[src/rtl/lsalign_pkg.sv]
package lsalign_pkg;
  typedef enum logic [1:0] {
    SZ_BYTE = 2'd0,
    SZ_HALF = 2'd1,
    SZ_WORD = 2'd2,
    SZ_RSVD = 2'd3
  } acc_size_e;
endpackage

[src/rtl/lsalign_lane_ctl.sv]
// Works out where the accessed element lives in the word.
// base     : lowest lane that holds the element.
// n_lanes  : element width in lanes.
// lane_sel : lanes covered by the element.
module lsalign_lane_ctl
  import lsalign_pkg::*;
#(
  parameter  int NLANES = 4,
  localparam int AW     = $clog2(NLANES),
  localparam int CW     = AW + 1
) (
  input  logic              clk,
  input  logic              rst_n,
  input  logic [1:0]        size,
  input  logic [AW-1:0]     addr,
  input  logic              big,
  output logic [AW-1:0]     base,
  output logic [CW-1:0]     n_lanes,
  output logic [NLANES-1:0] lane_sel,
  output logic [NLANES-1:0] byte_en,
  output logic              misalign
);
  logic [AW-1:0]   align_off;
  logic [NLANES:0] low_mask;

  always_comb begin
    unique case (acc_size_e'(size))
      SZ_BYTE: n_lanes = CW'(1);
      SZ_HALF: n_lanes = CW'(2);
      default: n_lanes = CW'(NLANES);
    endcase
    // The address is rounded down to the element size.
    align_off = addr & ~AW'(n_lanes - CW'(1));
    if (big) base = AW'(CW'(NLANES) - n_lanes - {1'b0, align_off});
    else     base = align_off;
    low_mask = ((NLANES+1)'(1) << n_lanes) - (NLANES+1)'(1);
    lane_sel = low_mask[NLANES-1:0] << base;
    misalign = (acc_size_e'(size) == SZ_HALF) && addr[0];
    byte_en  = misalign ? '0 : lane_sel;
  end

  // a byte access enables exactly one lane
  p_byte_one_lane_r4: assert property (@(posedge clk) disable iff (!rst_n)
    (size == SZ_BYTE) |-> ($countones(byte_en) == 1));

  // an aligned halfword enables two neighbouring lanes
  p_half_adjacent_r5: assert property (@(posedge clk) disable iff (!rst_n)
    (size == SZ_HALF && !addr[0]) |->
      ($countones(byte_en) == 2 && (byte_en & (byte_en >> 1)) != '0));

  // a misaligned halfword writes no lane
  p_misalign_quiet_r10: assert property (@(posedge clk) disable iff (!rst_n)
    (size == SZ_HALF && addr[0]) |-> (misalign && byte_en == '0));

  // word-sized codes enable every lane
  p_word_all_r6: assert property (@(posedge clk) disable iff (!rst_n)
    (size[1]) |-> (&byte_en && !misalign));
endmodule

[src/rtl/lsalign_store.sv]
// Moves the low n_lanes lanes of the register value up to start at lane base.
module lsalign_store #(
  parameter  int LANE_W = 8,
  parameter  int NLANES = 4,
  localparam int DATA_W = LANE_W * NLANES,
  localparam int AW     = $clog2(NLANES)
) (
  input  logic [DATA_W-1:0] st_data,
  input  logic [AW-1:0]     base,
  input  logic [NLANES-1:0] lane_sel,
  output logic [DATA_W-1:0] wr_data
);
  logic [LANE_W-1:0] st_lane [NLANES];

  for (genvar j = 0; j < NLANES; j++) begin : g_lane
    logic [AW-1:0] src;
    assign st_lane[j] = st_data[j*LANE_W +: LANE_W];
    always_comb begin
      src = AW'(j) - base;
      wr_data[j*LANE_W +: LANE_W] = lane_sel[j] ? st_lane[src] : '0;
    end
  end
endmodule

[src/rtl/lsalign_load.sv]
// Brings the element down to lane 0 and fills the upper lanes.
module lsalign_load #(
  parameter  int LANE_W = 8,
  parameter  int NLANES = 4,
  localparam int DATA_W = LANE_W * NLANES,
  localparam int AW     = $clog2(NLANES),
  localparam int CW     = AW + 1
) (
  input  logic              clk,
  input  logic              rst_n,
  input  logic [DATA_W-1:0] rd_word,
  input  logic [AW-1:0]     base,
  input  logic [CW-1:0]     n_lanes,
  input  logic              ld_signed,
  output logic [DATA_W-1:0] ld_result
);
  logic [LANE_W-1:0] rd_lane [NLANES];
  logic [AW-1:0]     top_lane;
  logic              fill_bit;

  always_comb begin
    top_lane = base + AW'(n_lanes - CW'(1));
    fill_bit = ld_signed & rd_lane[top_lane][LANE_W-1];
  end

  for (genvar k = 0; k < NLANES; k++) begin : g_lane
    logic [AW-1:0] src;
    logic          in_rng;
    assign rd_lane[k] = rd_word[k*LANE_W +: LANE_W];
    always_comb begin
      src    = base + AW'(k);
      in_rng = (CW'(k) < n_lanes);
      ld_result[k*LANE_W +: LANE_W] = in_rng ? rd_lane[src] : {LANE_W{fill_bit}};
    end
  end

  // an unsigned single-lane load leaves the upper lanes at zero
  p_ubyte_zero_r7: assert property (@(posedge clk) disable iff (!rst_n)
    (n_lanes == CW'(1) && !ld_signed) |-> (ld_result[DATA_W-1:LANE_W] == '0));

  // a signed single-lane load copies the top bit of the byte upward
  p_sbyte_fill_r7: assert property (@(posedge clk) disable iff (!rst_n)
    (n_lanes == CW'(1) && ld_signed) |->
      (ld_result[DATA_W-1:LANE_W] == {(DATA_W-LANE_W){ld_result[LANE_W-1]}}));

  // an unsigned two-lane load leaves the upper half at zero
  p_uhalf_zero_r8: assert property (@(posedge clk) disable iff (!rst_n)
    (n_lanes == CW'(2) && !ld_signed) |-> (ld_result[DATA_W-1:2*LANE_W] == '0));

  // a full-word load is the memory word
  p_word_pass_r9: assert property (@(posedge clk) disable iff (!rst_n)
    (n_lanes == CW'(NLANES)) |-> (ld_result == rd_word));
endmodule

[src/rtl/ls_lane_aligner.sv]
module ls_lane_aligner #(
  parameter  int LANE_W = 8,
  parameter  int NLANES = 4,
  localparam int DATA_W = LANE_W * NLANES,
  localparam int AW     = $clog2(NLANES),
  localparam int CW     = AW + 1
) (
  input  logic              clk,
  input  logic              rst_n,
  input  logic              cfg_wr,
  input  logic              cfg_big,
  input  logic [1:0]        acc_size,
  input  logic [AW-1:0]     addr_lo,
  input  logic              ld_signed,
  input  logic [DATA_W-1:0] st_data,
  output logic [DATA_W-1:0] wr_data,
  output logic [NLANES-1:0] byte_en,
  input  logic [DATA_W-1:0] rd_word,
  output logic [DATA_W-1:0] ld_result,
  output logic              misalign
);
  logic              big_q, big_d;
  logic [AW-1:0]     base;
  logic [CW-1:0]     n_lanes;
  logic [NLANES-1:0] lane_sel;

  // Endianness register: next state, then storage.
  always_comb big_d = cfg_wr ? cfg_big : big_q;

  always_ff @(posedge clk or negedge rst_n) begin
    if (!rst_n) big_q <= 1'b0;
    else        big_q <= big_d;
  end

  // the setting holds without a write strobe
  p_cfg_hold_r2: assert property (@(posedge clk) disable iff (!rst_n)
    !cfg_wr |=> $stable(big_q));

  // a write strobe loads the requested setting
  p_cfg_load_r2: assert property (@(posedge clk) disable iff (!rst_n)
    cfg_wr |=> (big_q == $past(cfg_big)));

  lsalign_lane_ctl #(.NLANES(NLANES)) u_ctl (
    .clk      (clk),
    .rst_n    (rst_n),
    .size     (acc_size),
    .addr     (addr_lo),
    .big      (big_q),
    .base     (base),
    .n_lanes  (n_lanes),
    .lane_sel (lane_sel),
    .byte_en  (byte_en),
    .misalign (misalign)
  );

  lsalign_store #(.LANE_W(LANE_W), .NLANES(NLANES)) u_store (
    .st_data  (st_data),
    .base     (base),
    .lane_sel (lane_sel),
    .wr_data  (wr_data)
  );

  lsalign_load #(.LANE_W(LANE_W), .NLANES(NLANES)) u_load (
    .clk       (clk),
    .rst_n     (rst_n),
    .rd_word   (rd_word),
    .base      (base),
    .n_lanes   (n_lanes),
    .ld_signed (ld_signed),
    .ld_result (ld_result)
  );
endmodule

[config.mk]
export PLATFORM = sky130hd
export DESIGN_NAME = ls_lane_aligner
export DESIGN_NICKNAME = d
export VERILOG_FILES = /design/src/rtl/lsalign_pkg.sv /design/src/rtl/lsalign_lane_ctl.sv /design/src/rtl/lsalign_store.sv /design/src/rtl/lsalign_load.sv /design/src/rtl/ls_lane_aligner.sv
export SDC_FILE = /design/constraint.sdc
export NUM_CORES = 1
export LEC_CHECK = 0
export CORE_ASPECT_RATIO = 1.25
export CORE_MARGIN = 2
export CORE_UTILIZATION = 39
export CTS_CLUSTER_SIZE = 30
export DETAILED_ROUTE_END_ITERATION = 7
export PLACE_DENSITY = 0.89
export SKIP_CTS_REPAIR_TIMING = 1
export SLEW_MARGIN = 10
export SYNTH_ARGS = -nofsm -noshare
export SYNTH_HDL_FRONTEND = slang
export SYNTH_SLANG_ARGS = --single-unit
[constraint.sdc]
create_clock -name clk -period 6.11 [get_ports clk]
set_input_delay 1.222 -clock clk [delete_from_list [all_inputs] [get_ports clk]]
set_output_delay 1.222 -clock clk [all_outputs]
set_load 0.1 [all_outputs]
---- Yosys cells after proc, flatten, opt, wreduce, memory -nomap -nowiden ----
Cells that the tools add are included.
cells by class
  order comparisons ....................... 13
  equality and inequality tests ........... 1
  shifts and indexed selects .............. 2
  bitwise gates (word level) .............. 12
  mux-type cells .......................... 38
  reductions and logical operators ........ 2
  add/subtract/negate cells ............... 12
operators by type and width
  operator                                                              count
  8-bit two-way mux                                                     26
  8-bit binary-select mux with 2-bit select                             9
  3-bit greater-or-equal comparator (second input constant)             9
  2-bit NOT with 3-bit output                                           9
  1-bit by 3-bit < comparator with 1-bit output (first input constant)  2
  2-bit by 3-bit < comparator with 1-bit output (first input constant)  2
  3-bit one-hot mux with 2 select lines                                 1
  1-bit by 2-bit subtractor with 2-bit output (first input constant)    3
  2-bit adder (second input constant)                                   2
  4-bit two-way mux                                                     1
  1-bit by 3-bit << shifter with 4-bit output (first input constant)    1
  4-bit by 2-bit << shifter with 4-bit output                           1
  2-bit subtractor (first input constant)                               2
  4-bit by 2-bit subtractor with 4-bit output (second input constant)   1
  2-bit by 1-bit adder with 2-bit output (second input constant)        1
  2-bit adder                                                           1
  2-bit AND                                                             1
  2-bit by 1-bit == test with 1-bit output (second input constant)      1
  2-bit zero test                                                       1
  2-bit two-way mux                                                     1
  2-bit NOT                                                             1
  2-bit by 1-bit subtractor with 2-bit output (second input constant)   1
  2-bit subtractor                                                      1
  1-bit AND                                                             1
  1-bit logical AND                                                     1
word-level totals
  output and inout bits ................... 69
  register bits after elaboration ......... 1
  input bits .............................. 73

---- Depth between registers and ports, before layout ----
Gate-level depths: netlist of run 1.
  depth in word-level cells ............... 14
  mapped depth ............................ 10
  depth with buffers taken out ............ 7

---- Hierarchy ----
From an unflattened synthesis of run 1, not the netlist that was laid out.
unflattened totals
  cell total of the unflattened synthesis .. 275
  area, all modules ....................... 2565.0 µm²
modules (own cells, without submodules)
  module            area each (µm²)  cells each  seq. area each (µm²)  instances
  lsalign_load      1422.6           128         0.0                   1
  lsalign_store     817.0            98          0.0                   1
  lsalign_lane_ctl  285.3            47          0.0                   1
  ls_lane_aligner   40.0             2           25.0                  1

---- Worst setup path after synthesis of run 1 ----
OpenSTA, ideal clock, no wires.
  path type ............................... input to output
  start ................................... input addr_lo[0]
  end ..................................... output ld_result[16]
  arrival ................................. 5.216 ns
  path slack .............................. -0.328 ns
  required time ........................... 4.888 ns
  stages .................................. 10
  cells stage by stage .................... buf_2 xor2_4 nand2_4 inv_2 buf_2 ha_1 or3_4 o2111a_2 buf_2 o32ai_1
on the way
  word-level cells in the longest chain between the ends .. 10
ends and longest elaborated chain
  item                                                  line                    source
  start, declared                                       ls_lane_aligner.sv:13   input logic [AW-1:0] addr_lo,
  2-bit AND *                                           lsalign_lane_ctl.sv:33  align_off = addr & ~AW'(n_lanes - CW'(1));
  2-bit subtractor                                      lsalign_lane_ctl.sv:34  if (big) base = AW'(CW'(NLANES) - n_lanes - {1'b0, align_off});
  2-bit two-way mux *                                   lsalign_lane_ctl.sv:34
  2-bit adder                                           lsalign_load.sv:22      top_lane = base + AW'(n_lanes - CW'(1));
  2-bit NOT with 3-bit output (not written as such)     lsalign_load.sv:23      fill_bit = ld_signed & rd_lane[top_lane][LANE_W-1];
  8-bit binary-select mux with 2-bit select             lsalign_load.sv:23
  8-bit two-way mux (not written as such) (2 in a row)  lsalign_load.sv:23
  1-bit AND                                             lsalign_load.sv:23
  8-bit two-way mux *                                   lsalign_load.sv:33      ld_result[k*LANE_W +: LANE_W] = in_rng ? rd_lane[src] : {LANE_W{fill_bit}};
  end, declared                                         ls_lane_aligner.sv:19   output logic [DATA_W-1:0] ld_result,
Mark *: on every way between the ends. The rest lies on a longest branch, timed or not. The select of a mux whose other input is x is not followed.

---- Final worst setup path of run 1 ----
  start ................................... input acc_size[0]
  end ..................................... output ld_result[16]
on the way
  word-level cells in the longest chain between the ends .. 14
ends and longest elaborated chain
  item                                                                         line                                        source
  start, declared                                                              ls_lane_aligner.sv:12                       input logic [1:0] acc_size,
  2-bit by 1-bit == test with 1-bit output or 2-bit zero test (tied branches)  lsalign_lane_ctl.sv:27                      unique case (acc_size_e'(size))
  3-bit one-hot mux with 2 select lines *                                      lsalign_lane_ctl.sv:27
  2-bit by 1-bit subtractor with 2-bit output                                  lsalign_lane_ctl.sv:33, lsalign_load.sv:22
  2-bit NOT                                                                    lsalign_lane_ctl.sv:33
  2-bit AND                                                                    lsalign_lane_ctl.sv:33
  2-bit subtractor                                                             lsalign_lane_ctl.sv:34
  2-bit two-way mux                                                            lsalign_lane_ctl.sv:34
  2-bit adder                                                                  lsalign_load.sv:22
  2-bit NOT with 3-bit output (not written as such)                            lsalign_load.sv:23
  8-bit binary-select mux with 2-bit select                                    lsalign_load.sv:23
  8-bit two-way mux (not written as such) (2 in a row)                         lsalign_load.sv:23
  1-bit AND                                                                    lsalign_load.sv:23
  8-bit two-way mux *                                                          lsalign_load.sv:33
Marks and branches as above.

==> results list, run 1 <==
- Summed over all layers, the global routing overflow is 0.
- The die is roughly 68 um wide.
- For this run, the detailed router's first-pass iteration total came to 5.
- Antenna Nets Post-Route: 0
- The first global-routing pass estimated between 10 and 15 mm of wire.
* IO buf count: around 140
* Max-capacitance violation count: 0
- Remaining max-slew budget at the tightest pin: 28.6%
- Top flop regs: big_q x1
* Effective utilization at floorplan: 39.7%
- The floorplan has 29 rows.
- The signal on the critical path passes through clkdlybuf4s50_1, nor2_4, inv_1, ha_1, or3_4, a221oi_4, o32ai_1, buf_12.
- Setup Total Neg Slack: 0 ns
- In this run, synthesis produced a sequential element count of 1.
* Die Footprint: 5680 um2
* Fin Hold WS: approximately 1.0 ns
- The number of nets handed over by synthesis was 328.
* Weighted congestion at the end of routability-driven global placement: around 0.86
* Required @ worst endpoint: 4.89 ns
- STA classifies the critical path startpoint as a primary input.
- Final design area excluding fillers: between 3000 and 4000 um2
- Final setup violation count: 0
* Kind of critical path: in2out
- Number of synthesized flops with an enable pin: 0
* Fraction of final layout cells sized beyond drive strength 1: 27.7%
- Pins Over Slew Limit: 0
* Synth area leaders: sky130_fd_sc_hd__mux4_2 27%, sky130_fd_sc_hd__o32ai_1 7.1%, sky130_fd_sc_hd__inv_1 6.8%
* Post-detailed-route DRC marker count: 0
- The via count of the first global-routing pass was ~2700.
- Largest clock skew in the final design: 0 ns
- All-layer global routing usage: roughly 29%
- Wires add up to 8.19 mm.
- For this design the top-level I/O count stands at between 100 and 150.
* Slowest stage delay, CP: just under 0.9 ns
- Routed len/inst: 18.7 um
* Initial antenna violation count: 0
* CORE AREA: 5010 um2
- The worst register-to-register path has a depth of 1.
* Detailed router's first-iteration violation count: about 230
- Power density over cell area: about 250 nW/um2
- Flip-flop count of the largest register, all copies and words added: 1
* Slowest cell on the critical path: sky130_fd_sc_hd__a221oi_4
- Entering global routing, the biggest net connects 33 pins.
* Outcome: complete, no violations
* Lkg Pwr: 1.57 nW
- Detailed placement ended at an HPWL of about 6.6 mm.
* Cell Area, Placed: between 3000 and 4000 um2
* Final net count: 453
- RSZ-0062 raised after global routing: false
* Vias: roughly 2800
- Post-synthesis instance total: between 200 and 300
* Timing-limited maximum frequency: 180 MHz
- For the worst-skew pair, the clock arrives at the later sink with an insertion delay of 0 ns.
* Clock-pin slew reported for the worst setup and hold paths after clock tree synthesis: 0 ns
* Count of unique library cells instantiated by Yosys: 43
* Data arrival time of the worst path: between 4 and 5 ns
* Area added between synthesis and finish: 92.3%
* Share of the clock period used by the worst path after layout: about nine tenths
* Transition time at the pin with the least slew margin: about 1.1 ns
- In the synthesized netlist, the cells that appear most often are 36 x sky130_fd_sc_hd__inv_1, 24 x sky130_fd_sc_hd__mux4_2, 23 x sky130_fd_sc_hd__nand2_1.
* Max VDD drop: between 0.1 and 0.15 mV
* Async set-or-reset flop fraction in the synthesized netlist: 100%
- Capturing element type of the critical path: primary output
- Of all cell types, the one taking the most synthesized area is sky130_fd_sc_hd__mux4_2.
- After layout, the minimum clock period comes to ~5.6 ns.
- From bottom edge to top edge, the die measures around 84 um.
* Yosys warnings: 0
- Netlist Area Pre-Place: just under 2000 um2
* Portion of the post-synthesis area used by sequential elements: roughly 1.3%
- Avg Synthesized Cell Area: 7.85 um2
- Top cell type's share of synthesized area: roughly 27%
- Vias per Instance: ~6.3
- Largest Register: big_q
* Antenna diode count: 0
- Cell depth of the worst min-delay path: 1
- Critical path fanouts, max: 24
- Final hold violations: 0
- Hold Crit Class: reg2reg
- Among all flip-flop cells after synthesis, the most frequent one is sky130_fd_sc_hd__dfrtp_1.
- Cell with the most instances after synthesis: sky130_fd_sc_hd__inv_1
-- metal layers --
| metal | up-vias | GRT usage (%) | routed length (um) | share of wire [%] |
|---|---|---|---|---|
| met2 | 210 | 50.4 | 4320 | 53 |
| met4 | 0 | 9.82 | 229 | 2.8 |
| met3 | 30 | 5.80 | 839 | 10 |
| li1 | 1235 | - | - | - |
| met1 | 1286 | 33.7 | 2810 | 34 |
| met5 | - | 0 | 0 | 0 |
-- report_power, final --
group / internal [W] / switching (W) / total, W
Sequential: 0.00000735 / 0.00000379 / 0.0000111
Combinational: 0.000316 / 0.000635 / 0.000952
Clock: 0 / 0 / 0
Total: 0.000324 / 0.000639 / 0.000963
-- final cells by class --
cell class	instances	area (um2)
Multi-Input combinational cell	190	1680
Sequential cell	1	25.0
Fill cell	348	1190
Inverter	38	143
Tap cell	62	77.6
Timing Repair Buffer	147	1890
-- per-stage QoR --
stage / worst slack (ns) / std cells / power [W] / utilization, %
after floorplan: -0.328 / 253 / 0.000640 / -
after global placement: 0.768 / 438 / 0.000951 / 76.3
after detailed placement: 0.647 / 438 / 0.000961 / 76.3
after CTS: 0.644 / 438 / 0.000962 / 76.3
after global routing: 0.420 / 438 / 0.000994 / 76.3
final: 0.541 / 438 / 0.000963 / 76.3
-- critical path, delay by kind of cell --
family	cells	cell delay [ns]
fa+ha+maj	1	0.23
compound gates	2	1.16
buf+inv	3	0.88
simple gates	2	0.83
-- path summary, 6_finish.rpt --
kind | startpoint | to | slack (ns)
worst max-delay path | acc_size[0] | ld_result[16] | 0.54
worst min-delay path | big_q | big_q | 1.01
worst max register to register | big_q | big_q | 5.03
worst min register to register | big_q | big_q | 1.01
max in group asynchronous | rst_n | big_q | 4.64
min in group asynchronous | rst_n | big_q | 1.37
-- cells in the final DEF (no fill, tap or decap), types with 9 or more instances in the layout --
master and instances:
sky130_fd_sc_hd__clkdlybuf4s50_1 80, sky130_fd_sc_hd__a21oi_1 18, sky130_fd_sc_hd__nor2_1 12, sky130_fd_sc_hd__mux4_2 24, sky130_fd_sc_hd__o32ai_1 16, sky130_fd_sc_hd__nor3_1 9, sky130_fd_sc_hd__nand2_1 23, sky130_fd_sc_hd__buf_4 20
sky130_fd_sc_hd__and3_1 9, sky130_fd_sc_hd__inv_1 36, sky130_fd_sc_hd__buf_12 47
-- cells by family (layout without fill, tap and decap cells) --
family | count (synthesis) | count (layout) | synth area share (%)
compound gates | 87 | 87 | 33.2
simple gates | 71 | 71 | 18.1
buf+inv | 62 | 185 | 14.0
mux | 25 | 25 | 27.8
xor+xnor | 5 | 5 | 4.47
fa+ha+maj | 2 | 2 | 1.26
flops | 1 | 1 | 1.26
Note: power is estimated with default switching activity, not from simulation.
==> run 2, diff against run 1 <==
- ABC_CLOCK_PERIOD_IN_PS: default -> 6110
- CORE_UTILIZATION: 39 -> 45
- DONT_BUFFER_PORTS: default -> 1
- PLACE_DENSITY: 0.89 -> default
- SLEW_MARGIN: 10 -> default
==> results list, run 2 (synthesized netlist as in run 1, its figures left out) <==
* Overflow left after global routing: 0 (unchanged)
* Critical path fanouts, max: 19 (was 24)
- The headroom to the max-slew limit is 22.9% (was 28.6%).
- The via total after detailed routing came to 2287 (was 2761).
- The post-detailed-routing wire length was 7.14 mm (was 8.19 mm).
- Initial antenna violation count: 0 (unchanged)
- Pin count of the biggest net entering global routing: 33 (unchanged)
- The number of flip-flops in the largest register is 1 (unchanged).
- Multi-input logic area: 2320 um2 (was 1680 um2)
- First-pass GRT wire length: 11.5 mm (was 13.0 mm)
- Post-detailed-route DRC marker count: 0 (unchanged)
* Cell Area, Placed: 2950 um2 (was 3820 um2)
* Detailed-router iteration count before antenna repair: 4 (was 5)
* Final net count: 356 (was 453)
- The leakage power total came to 1.09 nW (was 1.57 nW).
- The kind of start point of the critical path is a primary input (unchanged).
* Outcome: complete, no violations (unchanged)
* Leading cell types in the layout, fill and taps excluded: 49 x sky130_fd_sc_hd__buf_4, 36 x sky130_fd_sc_hd__inv_1, 24 x sky130_fd_sc_hd__mux4_2, 23 x sky130_fd_sc_hd__nand2_1, 16 x sky130_fd_sc_hd__o32ai_4 (was 80 x sky130_fd_sc_hd__clkdlybuf4s50_1, 47 x sky130_fd_sc_hd__buf_12, 36 x sky130_fd_sc_hd__inv_1, 24 x sky130_fd_sc_hd__mux4_2, 23 x sky130_fd_sc_hd__nand2_1)
- The type of the worst setup path is in2out (unchanged).
- Final setup violation count: 0 (unchanged)
- The actual transition at the worst max-transition pin is 1.16 ns (was 1.07 ns).
* Max-capacitance violation count: 0 (unchanged)
* Placed instance count: 337 (was 438)
- Capturing element type of the critical path: primary output (unchanged)
* Final design area excluding fillers: 2950 um2 (was 3820 um2)
* Worst slack after detailed placement: 1.20 ns (was 0.647 ns)
- Vias per Instance: 6.79 (was 6.30)
* Die height: 78.3 um (was 83.8 um)
- The sum of net half-perimeters after detailed placement was 5.56 mm (was 6.57 mm).
- Max VDD drop: 0.208 mV (was 0.141 mV)
- Largest clock skew in the final design: 0 ns (unchanged)
* Most frequent standard cell in the layout excluding fill and tap cells: sky130_fd_sc_hd__buf_4 (was sky130_fd_sc_hd__clkdlybuf4s50_1)
- The data required time of the worst path was 4.89 ns (about the same).
* Hold Crit Class: in2async (was reg2reg)
- The floorplan row count was 27 (was 29).
* Timing-limited maximum frequency: 203 MHz (was 180 MHz)
- The via count of the first global-routing pass was 2336 (was 2726).
- The arrival time at the worst endpoint was 3.71 ns (was 4.35 ns).
- Clock latency on the worst-skew pair: 0 ns (about the same)
* Antenna Nets Post-Route: 0 (unchanged)
- Final hold violations: 0 (unchanged)
- Power density over cell area: 286 nW/um2 (was 252 nW/um2)
- CORE AREA: 4320 um2 (was 5010 um2)
* Area added between synthesis and finish: 48.4% (was 92.3%)
- I/O pin count: 142 (unchanged)
- The total global-route track usage was 28.0% (was 28.7%).
- Die Footprint: 4970 um2 (was 5680 um2)
- The share of the cycle needed by the critical path after routing is 80.7% (was 91.1%).
- The non-filler instance count after layout was 337 (was 438).
- Pins Over Slew Limit: 0 (unchanged)
- The clock transition at the register clock pins on the worst setup and hold paths after CTS is 0 ns (about the same).
- The register area was 25.0 um2 (unchanged).
- RSZ-0062 raised after global routing: false (unchanged).
* Minimum period implied by the final worst setup slack: 4.93 ns (was 5.57 ns)
- Weighted congestion at the end of routability-driven global placement: 0.836 (was 0.862)
* Layout filler cell count: 360 (was 348)
- The DRC violation total after the first TritonRoute iteration came to 131 (was 226).
- The die span in x is 63.4 um (was 67.8 um).
- The antenna diode count was 0 (unchanged).
- The worst hold slack came to 0.926 ns (was 1.01 ns).
- The proportion of layout cells with a drive suffix above 1 is 52.3% (was 27.7%).
- Top flop regs: big_q x1 (unchanged).
- The largest register by flop count is big_q (unchanged).
* Final critical-path setup slack: 1.18 ns (was 0.541 ns)
* Effective utilization at floorplan: 45.9% (was 39.7%)
- The number of port buffers was 0 (was 141).
* Routed len/inst: 21.2 um (was 18.7 um)
[run 2: worst max-delay path, stage by stage]
cell and delay, ns:
sky130_fd_sc_hd__nor2_4 0.37, sky130_fd_sc_hd__inv_1 0.14, sky130_fd_sc_hd__ha_1 0.24, sky130_fd_sc_hd__or3_4 0.39
sky130_fd_sc_hd__a221oi_4 0.63, sky130_fd_sc_hd__buf_12 0.33, sky130_fd_sc_hd__o32ai_4 0.12, sky130_fd_sc_hd__buf_4 0.26
[run 2: layout make-up]
cell class                      instances  share of cell area, %
Inverter                               38                   4.84
Multi-Input combinational cell        190                   78.7
Sequential cell                         1                  0.849
Tap cell                               58                   2.46
Timing Repair Buffer                   50                   13.2
[run 2: power by group]
group | switching (W) | internal [W] | leakage, nW
sequential | 0.00000378 | 0.00000736 | 0.0117
combinational | 0.000644 | 0.000189 | 1.08
clock | 0 | 0 | 0
[run 2: final timing paths]
path                       cells past startpoint   startpoint  slack (ns)            end
min reg2reg                                    1        big_q        1.01          big_q
max                                            8  acc_size[1]        1.18  ld_result[26]
max reg2reg                                    1        big_q        5.03          big_q
max in group asynchronous                      0        rst_n        5.12          big_q
min in group clk                               1        big_q        1.01          big_q
min                                            0        rst_n        0.93          big_q
[run 2: metrics by stage]
stage	utilization [%]	power (W)	setup TNS, ns
3_5_place_dp	68.2	0.000846	0
4_1_cts	68.2	0.000846	0
2_1_floorplan	-	0.000640	-6.72
5_1_grt	68.2	0.000871	0
6_report	68.2	0.000844	0
3_3_place_gp	68.2	0.000841	0
[run 2: per-layer routing]
layer	wire (um)	GRT usage, %	up-vias
li1	-	-	1036
met2	3780	52.6	136
met3	645	3.72	6
met1	2650	34.8	1109
met4	67	3.04	0
met5	0	0	-
==> run 3, diff against run 2 <==
- ABC_CLOCK_PERIOD_IN_PS: 6110 -> 4100
- clock period: 6.11 -> 4.1 ns (I/O delays scaled with it)
==> results list, run 3 (synthesized netlist as in run 1, its figures left out) <==
- Outcome: complete, no violations (unchanged).
* Via count of the first global-routing pass: 2790 (was 2336)
- Critical path, cell by cell: nor2_4, inv_1, ha_1, or3_4, a221oi_4, buf_4, o32ai_4, buf_12 (was nor2_4, inv_1, ha_1, or3_4, a221oi_4, buf_12, o32ai_4, buf_4)
* Transition time at the pin with the least slew margin: 1.13 ns (was 1.16 ns)
- The global-route wire length before repair was 13.7 mm (was 11.5 mm).
- Worst slack after detailed placement: 0.323 ns (was 1.20 ns)
- The number of endpoints with negative hold slack in the final report was 0 (unchanged).
* Antenna diode count: 0 (unchanged)
- Kind of critical path: in2out (unchanged)
* Critical path fanouts, max: 19 (unchanged)
* Largest clock skew in the final design: 0 ns (unchanged)
- Required @ worst endpoint: 3.28 ns (was 4.89 ns)
- The number of search-and-repair iterations in the first detailed-routing pass was 4 (unchanged).
- The kind of start point of the critical path is a primary input (unchanged).
- Weighted congestion at the end of routability-driven global placement: 0.881 (was 0.836)
- Slowest stage delay, CP: 0.56 ns (was 0.63 ns)
- Slowest cell on the critical path: sky130_fd_sc_hd__a221oi_4 (unchanged)
* Overflow left after global routing: 0 (unchanged)
- Detailed-route wire length: 8.33 mm (was 7.14 mm)
- The headroom to the max-slew limit came to 24.1% (was 22.9%).
* IO buf count: 0 (unchanged)
* Hold Crit Class: in2async (unchanged)
* # rows: 27 (unchanged)
- The proportion of layout cells with a drive suffix above 1 is 57.0% (was 52.3%).
- Die height: 78.3 um (unchanged)
* Final critical-path setup slack: 0.300 ns (was 1.18 ns)
- In the finished design, the share of the clock period the worst path needs comes to 92.7%.
* Die Footprint: 4970 um2 (unchanged)
- The DRC violation total after the first TritonRoute iteration came to 216 (was 131).
- The number of pins exceeding their max-slew limit in the final report was 0 (unchanged).
* Area added between synthesis and finish: 80.2% (was 48.4%)
- Data arrival time of the worst path: 2.98 ns (was 3.71 ns)
- The worst hold slack was 0.524 ns (was 0.926 ns).
* Post-detailed-route DRC marker count: 0 (unchanged)
- The number of endpoints failing setup at the final stage is 0 (unchanged).
* Largest Register: big_q (unchanged)
- Power density over cell area: 412 nW/um2 (was 286 nW/um2)
- HPWL reported at the end of detailed placement: 6.70 mm (was 5.56 mm)
- Leading cell types in the layout, fill and taps excluded: 41 x sky130_fd_sc_hd__buf_4, 36 x sky130_fd_sc_hd__inv_1, 35 x sky130_fd_sc_hd__buf_12, 24 x sky130_fd_sc_hd__mux4_2, 21 x sky130_fd_sc_hd__nand2_1 (was 49 x sky130_fd_sc_hd__buf_4, 36 x sky130_fd_sc_hd__inv_1, 24 x sky130_fd_sc_hd__mux4_2, 23 x sky130_fd_sc_hd__nand2_1, 16 x sky130_fd_sc_hd__o32ai_4).
* CORE AREA: 4320 um2 (unchanged)
* Utilization of the core after routing: 82.8% (was 68.2%)
- The top-level port count was 142 (unchanged).
- Initial antenna violation count: 0 (unchanged)
* Routed len/inst: 23.0 um (was 21.2 um)
- The max-capacitance violation count came to 0 (unchanged).
- Capturing element type of the critical path: primary output (unchanged)
- Final net count: 382 (was 356)
* Most frequent standard cell in the layout excluding fill and tap cells: sky130_fd_sc_hd__buf_4 (unchanged)
- Max VDD drop: 0.299 mV (was 0.208 mV)
* Pin count of the biggest net entering global routing: 33 (unchanged)
- Flip-flop count of the largest register, all copies and words added: 1 (unchanged)
- The number of vias per cell after detailed routing was 6.92 (was 6.79).
- All-layer global routing usage: 33.6% (was 28.0%)
* Die span in x: 63.4 um (unchanged)
- Clock-pin slew reported for the worst setup and hold paths after clock tree synthesis: 0 ns (about the same)
- Subtracting the final worst setup slack from the clock period gives between 3 and 4 ns.
* Lkg Pwr: 1.36 nW (was 1.09 nW)
- Timing-limited maximum frequency: about 260 MHz
- Vias: 2511 (was 2287)
* RSZ-0062 raised after global routing: false (unchanged)
- Top flop regs: big_q x1 (unchanged)
* Effective utilization at floorplan: 45.9% (unchanged)
- Antenna Nets Post-Route: 0 (unchanged)
* Clock latency on the worst-skew pair: 0 ns (about the same)
- The aggregate negative setup slack is 0 ns (unchanged).
run 3: layout make-up:
cell class / instances / area, um2
tap: 58 / 72.6
timing repair buffer: 76 / 1010
inverter: 38 / 148
multi-input combinational: 190 / 2330
sequential: 1 / 25.0
fill: 265 / 744
run 3: final timing paths:
path	start	endpoint	slack, ns	cells past startpoint
max	acc_size[1]	ld_result[22]	0.30	8
min	rst_n	big_q	0.52	0
max reg2reg	big_q	big_q	3.06	2
min reg2reg	big_q	big_q	0.89	2
max in group asynchronous	rst_n	big_q	3.51	0
min in group clk	big_q	big_q	0.89	2
run 3: per-layer routing:
metal	part of all wire [%]	global-route usage, %	wire length (um)	up-vias
met5	0	0	0	-
met4	2.0	10.4	167	0
met3	9.8	7.02	813	30
met2	55	63.9	4600	181
met1	33	36.5	2750	1204
li1	-	-	-	1096
run 3: per-stage QoR:
step | cell area [um2] | power [W] | std cells
floorplan | 2490 | 0.00109 | 253
global placement | 3580 | 0.00145 | 363
detailed placement | 3580 | 0.00147 | 363
CTS | 3580 | 0.00148 | 363
global route | 3580 | 0.00151 | 363
finish | 3580 | 0.00148 | 363
run 3: worst max-delay path, delay by kind of cell:
family / cells / cell delay, ns
adder cells (fa/ha/maj): 1 / 0.22
buffers and inverters: 3 / 0.60
AND/OR/NAND/NOR: 2 / 0.64
AO/OA/AOI/OAI: 2 / 0.69
run 3: where the power goes:
| group | total (W) | leakage, nW | internal [W] | switching [W] |
|---|---|---|---|---|
| clock | 0 | 0 | 0 | 0 |
| sequential | 0.0000129 | 0.0117 | 0.0000110 | 0.00000188 |
| combinational | 0.00146 | 1.35 | 0.000446 | 0.00102 |
